**src/rtl/mrx_pkg.sv**
```systemverilog
// Shared types for the Manchester line receiver.
// Assumes nothing beyond a synthesizable enum.
package mrx_pkg;

    // Pending phase correction, applied once per cell at the half-cell point.
    typedef enum logic [1:0] {
        ADJ_NONE = 2'd0,   // counter runs freely
        ADJ_SLIP = 2'd1,   // hold the counter one sample (edge came late)
        ADJ_SKIP = 2'd2    // advance the counter one extra sample (edge came early)
    } adj_e;

endpackage

```
**src/rtl/mrx_edge_det.sv**
```systemverilog
// Line edge detector.
// Registers the synchronized line once and compares it with the prior sample
// to produce single-cycle rising and falling edge flags.
// Assumes rx is already synchronized to clk.
module mrx_edge_det (
    input  logic clk,
    input  logic rst_n,
    input  logic line_i,
    output logic rise_o,
    output logic fall_o
);

    logic cur_q;
    logic prv_q;

    // Two-deep sample history of the line.
    always_ff @(posedge clk) begin
        if (!rst_n) begin
            cur_q <= 1'b0;
            prv_q <= 1'b0;
        end else begin
            cur_q <= line_i;
            prv_q <= cur_q;
        end
    end

    // Edge flags from the sample history.
    always_comb begin
        rise_o = cur_q & ~prv_q;
        fall_o = ~cur_q & prv_q;
    end

endmodule

```
**src/rtl/mrx_acq.sv**
```systemverilog
// Acquisition hunter.
// While enabled, measures the spacing between successive line edges and
// counts a chain of alternating-polarity edges spaced one bit apart.
// Flags a hit on the falling edge that completes rise/fall/rise/fall.
// Assumes the line idles without edges or with edges far apart between frames.
module mrx_acq #(
    parameter int OVS = 16
) (
    input  logic clk,
    input  logic rst_n,
    input  logic en_i,
    input  logic rise_i,
    input  logic fall_i,
    output logic hit_o
);

    localparam int QTR = OVS / 4;
    localparam int LO  = OVS - QTR;
    localparam int HI  = OVS + QTR;
    localparam int SAT = HI + 1;
    localparam int GW  = $clog2(SAT + 1);

    logic [GW-1:0] gap_q;
    logic          lastpol_q;
    logic [1:0]    chain_q;
    logic          edge_any;
    logic          spacing_ok;
    logic          good;

    // Classify the current edge against the previous one.
    always_comb begin
        edge_any   = rise_i | fall_i;
        spacing_ok = (gap_q >= GW'(LO)) && (gap_q <= GW'(HI));
        good       = edge_any && spacing_ok && (rise_i != lastpol_q);
        hit_o      = en_i && fall_i && good && (chain_q >= 2'd2);
    end

    // Edge spacing counter and alternating-edge chain.
    always_ff @(posedge clk) begin
        if (!rst_n || !en_i) begin
            gap_q     <= GW'(SAT);
            lastpol_q <= 1'b0;
            chain_q   <= 2'd0;
        end else if (edge_any) begin
            gap_q     <= GW'(1);
            lastpol_q <= rise_i;
            if (hit_o || !good) begin
                chain_q <= 2'd0;
            end else if (chain_q != 2'd3) begin
                chain_q <= chain_q + 2'd1;
            end
        end else if (gap_q != GW'(SAT)) begin
            gap_q <= gap_q + GW'(1);
        end
    end

endmodule

```
**src/rtl/mrx_track.sv**
```systemverilog
// Locked bit-cell tracker and decoder.
// Holds a phase counter whose zero is the expected cell centre. Accepts the
// first edge within a quarter bit of that centre, decodes its direction, and
// strobes the bit a quarter bit after the centre. Each accepted edge queues a
// one-sample correction applied at the half-cell point. A cell with no
// accepted edge by the strobe point raises an error and drops lock.
// Assumes OVS is a power of two and at least 8.
module mrx_track
    import mrx_pkg::*;
#(
    parameter int OVS = 16
) (
    input  logic clk,
    input  logic rst_n,
    input  logic load_i,
    input  logic rise_i,
    input  logic fall_i,
    output logic bit_o,
    output logic valid_o,
    output logic err_o,
    output logic locked_o
);

    localparam int HALF = OVS / 2;
    localparam int QTR  = OVS / 4;
    localparam int PW   = $clog2(OVS);

    logic [PW-1:0] ph_q;
    logic          lock_q;
    logic          seen_q;
    logic          pol_q;
    logic          mute_q;
    adj_e          adj_q;
    logic          bit_q;
    logic          val_q;
    logic          err_q;

    int            off_i;
    logic          in_win;
    logic          acc;
    logic          strobe;
    logic          hit;
    logic          dec_bit;
    logic [PW-1:0] ph_inc;

    // Signed offset of the current sample from the expected centre.
    always_comb begin
        off_i = int'(ph_q);
        if (off_i >= HALF) begin
            off_i = off_i - OVS;
        end
    end

    // Edge acceptance window, strobe point and decoded value.
    always_comb begin
        in_win  = (off_i >= -QTR) && (off_i <= QTR);
        acc     = lock_q && (rise_i | fall_i) && in_win && !seen_q;
        strobe  = lock_q && (ph_q == PW'(QTR));
        hit     = seen_q | acc;
        dec_bit = acc ? rise_i : pol_q;
        ph_inc  = (ph_q == PW'(OVS - 1)) ? '0 : ph_q + PW'(1);
    end

    // Phase counter with one correction step per cell.
    always_ff @(posedge clk) begin
        if (!rst_n) begin
            ph_q  <= '0;
            adj_q <= ADJ_NONE;
        end else if (load_i) begin
            ph_q  <= PW'(1);
            adj_q <= ADJ_NONE;
        end else if (lock_q) begin
            if (ph_q == PW'(HALF) && adj_q == ADJ_SLIP) begin
                ph_q  <= ph_q;
                adj_q <= ADJ_NONE;
            end else if (ph_q == PW'(HALF) && adj_q == ADJ_SKIP) begin
                ph_q  <= ph_q + PW'(2);
                adj_q <= ADJ_NONE;
            end else begin
                ph_q <= ph_inc;
                if (acc) begin
                    if (off_i > 0) begin
                        adj_q <= ADJ_SLIP;
                    end else if (off_i < 0) begin
                        adj_q <= ADJ_SKIP;
                    end else begin
                        adj_q <= ADJ_NONE;
                    end
                end
            end
        end
    end

    // Per-cell edge capture: remember whether and which way the centre moved.
    always_ff @(posedge clk) begin
        if (!rst_n) begin
            seen_q <= 1'b0;
            pol_q  <= 1'b0;
        end else if (load_i) begin
            seen_q <= 1'b1;
            pol_q  <= 1'b0;
        end else if (strobe) begin
            seen_q <= 1'b0;
        end else if (acc) begin
            seen_q <= 1'b1;
            pol_q  <= rise_i;
        end
    end

    // Lock state, suppression of the locking cell, and registered outputs.
    always_ff @(posedge clk) begin
        if (!rst_n) begin
            lock_q <= 1'b0;
            mute_q <= 1'b0;
            bit_q  <= 1'b0;
            val_q  <= 1'b0;
            err_q  <= 1'b0;
        end else begin
            val_q <= 1'b0;
            err_q <= 1'b0;
            if (load_i) begin
                lock_q <= 1'b1;
                mute_q <= 1'b1;
            end else if (strobe) begin
                if (mute_q) begin
                    mute_q <= 1'b0;
                end else if (hit) begin
                    val_q <= 1'b1;
                    bit_q <= dec_bit;
                end else begin
                    err_q  <= 1'b1;
                    lock_q <= 1'b0;
                end
            end
        end
    end

    assign bit_o    = bit_q;
    assign valid_o  = val_q;
    assign err_o    = err_q;
    assign locked_o = lock_q;

endmodule

```
**src/rtl/manchester_rx.sv**
```systemverilog
// Manchester line receiver top.
// Chains the edge detector, the acquisition hunter (active only while
// unlocked) and the locked tracker/decoder.
// Assumes rx_in is synchronized and sampled OVS times per bit.
module manchester_rx #(
    parameter int OVS = 16
) (
    input  logic clk,
    input  logic rst_n,
    input  logic rx_in,
    output logic bit_out,
    output logic bit_valid,
    output logic locked,
    output logic decode_error
);

    logic edge_rise;
    logic edge_fall;
    logic acq_hit;
    logic hunt_en;

    // Hunting runs only while the tracker is not locked.
    assign hunt_en = ~locked;

    mrx_edge_det u_edge (
        .clk    (clk),
        .rst_n  (rst_n),
        .line_i (rx_in),
        .rise_o (edge_rise),
        .fall_o (edge_fall)
    );

    mrx_acq #(.OVS(OVS)) u_acq (
        .clk    (clk),
        .rst_n  (rst_n),
        .en_i   (hunt_en),
        .rise_i (edge_rise),
        .fall_i (edge_fall),
        .hit_o  (acq_hit)
    );

    mrx_track #(.OVS(OVS)) u_track (
        .clk      (clk),
        .rst_n    (rst_n),
        .load_i   (acq_hit),
        .rise_i   (edge_rise),
        .fall_i   (edge_fall),
        .bit_o    (bit_out),
        .valid_o  (bit_valid),
        .err_o    (decode_error),
        .locked_o (locked)
    );

endmodule

```
**config.mk**
```make
export PLATFORM = sky130hd
export DESIGN_NAME = manchester_rx
export DESIGN_NICKNAME = d
export VERILOG_FILES = /design/src/rtl/mrx_pkg.sv /design/src/rtl/mrx_edge_det.sv /design/src/rtl/mrx_acq.sv /design/src/rtl/mrx_track.sv /design/src/rtl/manchester_rx.sv
export SDC_FILE = /design/constraint.sdc
export NUM_CORES = 1
export LEC_CHECK = 0
export BUFFER_PORTS_ARGS = -buffer_cell sky130_fd_sc_hd__clkbuf_2
export CORE_ASPECT_RATIO = 1.25
export CORE_UTILIZATION = 50
export DETAILED_ROUTE_END_ITERATION = 6
export PLACE_DENSITY = 0.7
export SLEW_MARGIN = 20
export SYNTH_ARGS = -nofsm -noshare
export SYNTH_HDL_FRONTEND = slang
export SYNTH_SLANG_ARGS = --single-unit
```
**constraint.sdc**
```tcl
create_clock -name clk -period 1.7 [get_ports clk]
set_clock_uncertainty 0.1 [all_clocks]
set_input_delay 0.34 -clock clk [delete_from_list [all_inputs] [get_ports clk]]
set_output_delay 0.34 -clock clk [all_outputs]
set_load 0.005 [all_outputs]
```
==> results.txt <==
Run status - complete, but fails checks
Failing checks - setup timing
Antenna cell count - 0
R2R setup slack - -0.02 ns
H-tree levels - 1
Final min period - 1.72 ns
Clock Path Buffers - 2
Final nets - 185
Pwr/cell area - 708 mW/mm^2
DIE HEIGHT - 59.2 um
Cells after Synth - 149
Synth area leader - dfxtp_1
Layout cells sized above 1 - 31.0%
Vias in the first global route - 1107
Clock power frac - 23.0%
Total Routed Length - 2760 um
Post-synth EDFFs - 0
Worst Path Class, Setup - register to register
GRT Overall Usage - 22.0%
CP Buf/Inv Count - 1
DRT Pass-1 Iters - 4
CTS root buffer - clkbuf_4
Die area - 0.00283 mm^2
Hold EP - u_edge.cur_q$_SDFF_PN0_
Via count - 1161
TritonCTS Sinks - 23
Unrepaired setup endpoints after global routing - true
Initial antenna violation count - 0
Worst slew margin - 70.4%
WHS Path Cells - 2
CP required - 1.81 ns
Fin crit share - 101%
Area growth, synth to finish - 21.4%
Pint - 0.794 mW
Reg-to-Reg Start - u_edge.prv_q$_SDFF_PN0_
Antenna viol nets, final - 0
Global placement routability congestion - 0.825
Syn nets - 162
Number of placed I/O pins - 7
Overflow after GRT - 0
Top cells by count, synth - 23 x dfxtp_1, 13 x inv_1, 11 x nand2_1, 10 x ha_1, 9 x nand3_1
Cells along the critical path - inv_2 -> ha_4 -> nand2b_4 -> or4_4 -> o21ai_2 -> a211oi_1
Post-synth top area share - 35.2%
Top cells by area, synth - dfxtp_1 35%, ha_1 9.6%, inv_1 3.7%
FFs w/ async S/R, synth - 0%
Final setup margin - -0.0222 ns
DP HPWL - 2050 um
Sw frac - 29.4%
Core Util, Final - 64.8%
Die W - 47.8 um
Hold path start - rx_in
Final Hold Violating Endpoints - 0
Leakage - 0.649 nW
Slowest CP cell - or4_4
Sequential share of power - 53.7%
Sequential-to-total area share from yosys stat - 35.2%
WL/cell - 13.5 um
Main synth FF type - dfxtp_1
Flops & latches, synth - 23
Pre-CTS setup slack - -0.0209 ns
Setup Viol. Count Final - 3
CP Capture Type - register
Synth unique cells - 46
First-pass GRT wire length - 4470 um
Final Total Pwr - 1.13 mW
Worst path max stage delay - 0.52 ns
Yosys warns - 0
Worst-path clk slew - 0.13 ns
Initial Util - 53.4%
Row count - 20
Core area - 0.00245 mm^2
Worst IR Drop VDD - 0.581 mV
Crit path max-delay family - simple AND/OR/NAND/NOR gates
Syn avg cell area - 8.78 um^2
CTS tree - built
Largest net degree at the start of global routing - 14
Most common cell in the synthesized netlist - dfxtp_1
Post-Synthesis Cell Area - 0.00131 mm^2
Vias per cell - 5.69
Critical path fanouts, max - 3
Total CTS buffers - 3
Hold crit path type - primary input to register
Startpoint types - register
Reg-to-reg endpoint - u_track.adj_q[1]$_SDFFE_PP0P_
Remaining DRCs - 0
Clock latency on the worst-skew pair - 0.32 ns
Comb pwr share - 23.3%
Sw Pwr - 0.331 mW
Pins Over Slew Limit - 0
Worst-margin pin slew - 0.443 ns
PortBufs - 6
Critical Path AT - 1.83 ns
Initial drt markers - 51
R2R cell count - 6
Fmax - 581 MHz
Number of max-cap violations - 0
## how the worst max path moves through the flow
stage | to | cells past startpoint | from | slack (ns)
floorplan | u_track.adj_q[1]$_SDFFE_PP0P_ | 6 | u_edge.prv_q$_SDFF_PN0_ | 0.06
finish | u_track.adj_q[1]$_SDFFE_PP0P_ | 6 | u_edge.prv_q$_SDFF_PN0_ | -0.02
global placement | u_track.adj_q[1]$_SDFFE_PP0P_ | 6 | u_edge.prv_q$_SDFF_PN0_ | 0.02
global route | u_track.adj_q[1]$_SDFFE_PP0P_ | 6 | u_edge.prv_q$_SDFF_PN0_ | -0.07
detailed placement | u_track.adj_q[1]$_SDFFE_PP0P_ | 6 | u_edge.prv_q$_SDFF_PN0_ | -0.02
CTS | u_track.adj_q[1]$_SDFFE_PP0P_ | 6 | u_edge.prv_q$_SDFF_PN0_ | 0.008
## cell usage in the layout (no fill, tap or decap), types with 6 or more instances in the layout
master	synthesis	routed
dfxtp_1	23	16
nand3_1	9	9
clkbuf_2	0	6
ha_1	10	8
nand2_1	11	11
buf_4	0	16
dfxtp_2	0	7
inv_1	13	12
a21oi_1	8	8
## power groups by stage
stage / Sequential [mW] / Clock (mW) / Combinational [mW]
after detailed placement: 0.612 / 0 / 0.252
after CTS: 0.601 / 0.270 / 0.255
after global routing: 0.610 / 0.290 / 0.296
final: 0.604 / 0.259 / 0.263
after floorplan: 0.609 / 0 / 0.186
after global placement: 0.610 / 0 / 0.247
## per-stage QoR
step | area (um^2) | instances | hold slack (ns) | TNS [ns]
6_report | 1590 | 204 | 0.151 | -0.0372
2_1_floorplan | 1330 | 149 | 0.360 | 0
4_1_cts | 1530 | 203 | 0.146 | 0
3_3_place_gp | 1490 | 198 | 0.366 | 0
3_5_place_dp | 1490 | 198 | 0.374 | -0.0209
5_1_grt | 1590 | 204 | 0.135 | -0.302
## sequential cells by signal, indices dropped and copies added, names as in the netlist
register / flops
u_acq.gap_q: 5
u_track.ph_q: 4
u_acq.chain_q: 2
u_track.adj_q: 2
u_acq.lastpol_q: 1
u_edge.cur_q: 1
u_edge.prv_q: 1
u_track.bit_o: 1
u_track.err_o: 1
u_track.locked_o: 1
u_track.mute_q: 1
u_track.pol_q: 1
u_track.seen_q: 1
u_track.valid_o: 1
## layout make-up
type	count	area, um^2
multi-input combinational	109	852
sequential	23	469
timing repair buffer	22	150
clock buffer	3	22.5
tap	33	41.3
clock inverter	1	5.00
fill	216	863
inverter	13	48.8
## cell families (layout without fill, tap and decap cells)
logic type | Yosys count | in the layout | share of synthesized area [%]
simple gates | 59 | 59 | 28.0
mux | 2 | 2 | 1.53
buf+inv | 17 | 39 | 5.07
compound gates | 33 | 33 | 17.3
flops | 23 | 23 | 35.2
fa+ha+maj | 10 | 10 | 9.56
xor+xnor | 5 | 5 | 3.35
## metal layers
metal / wire length (um) / track usage [%] / vias up
met4: 57 / 10.3 / 0
met5: 0 / 0 / -
met2: 1530 / 39.6 / 14
met1: 1140 / 24.3 / 557
li1: - / - / 583
met3: 40 / 2.74 / 7
## repair_timing
action	4_1_cts	5_1_grt
gates resized for setup	4	17
pin swaps	1	4
hold buffers	0	0
setup buffers	1	1
endpoints found under the setup margin	3	9
No activity file was read; power rests on OpenSTA's default activity.
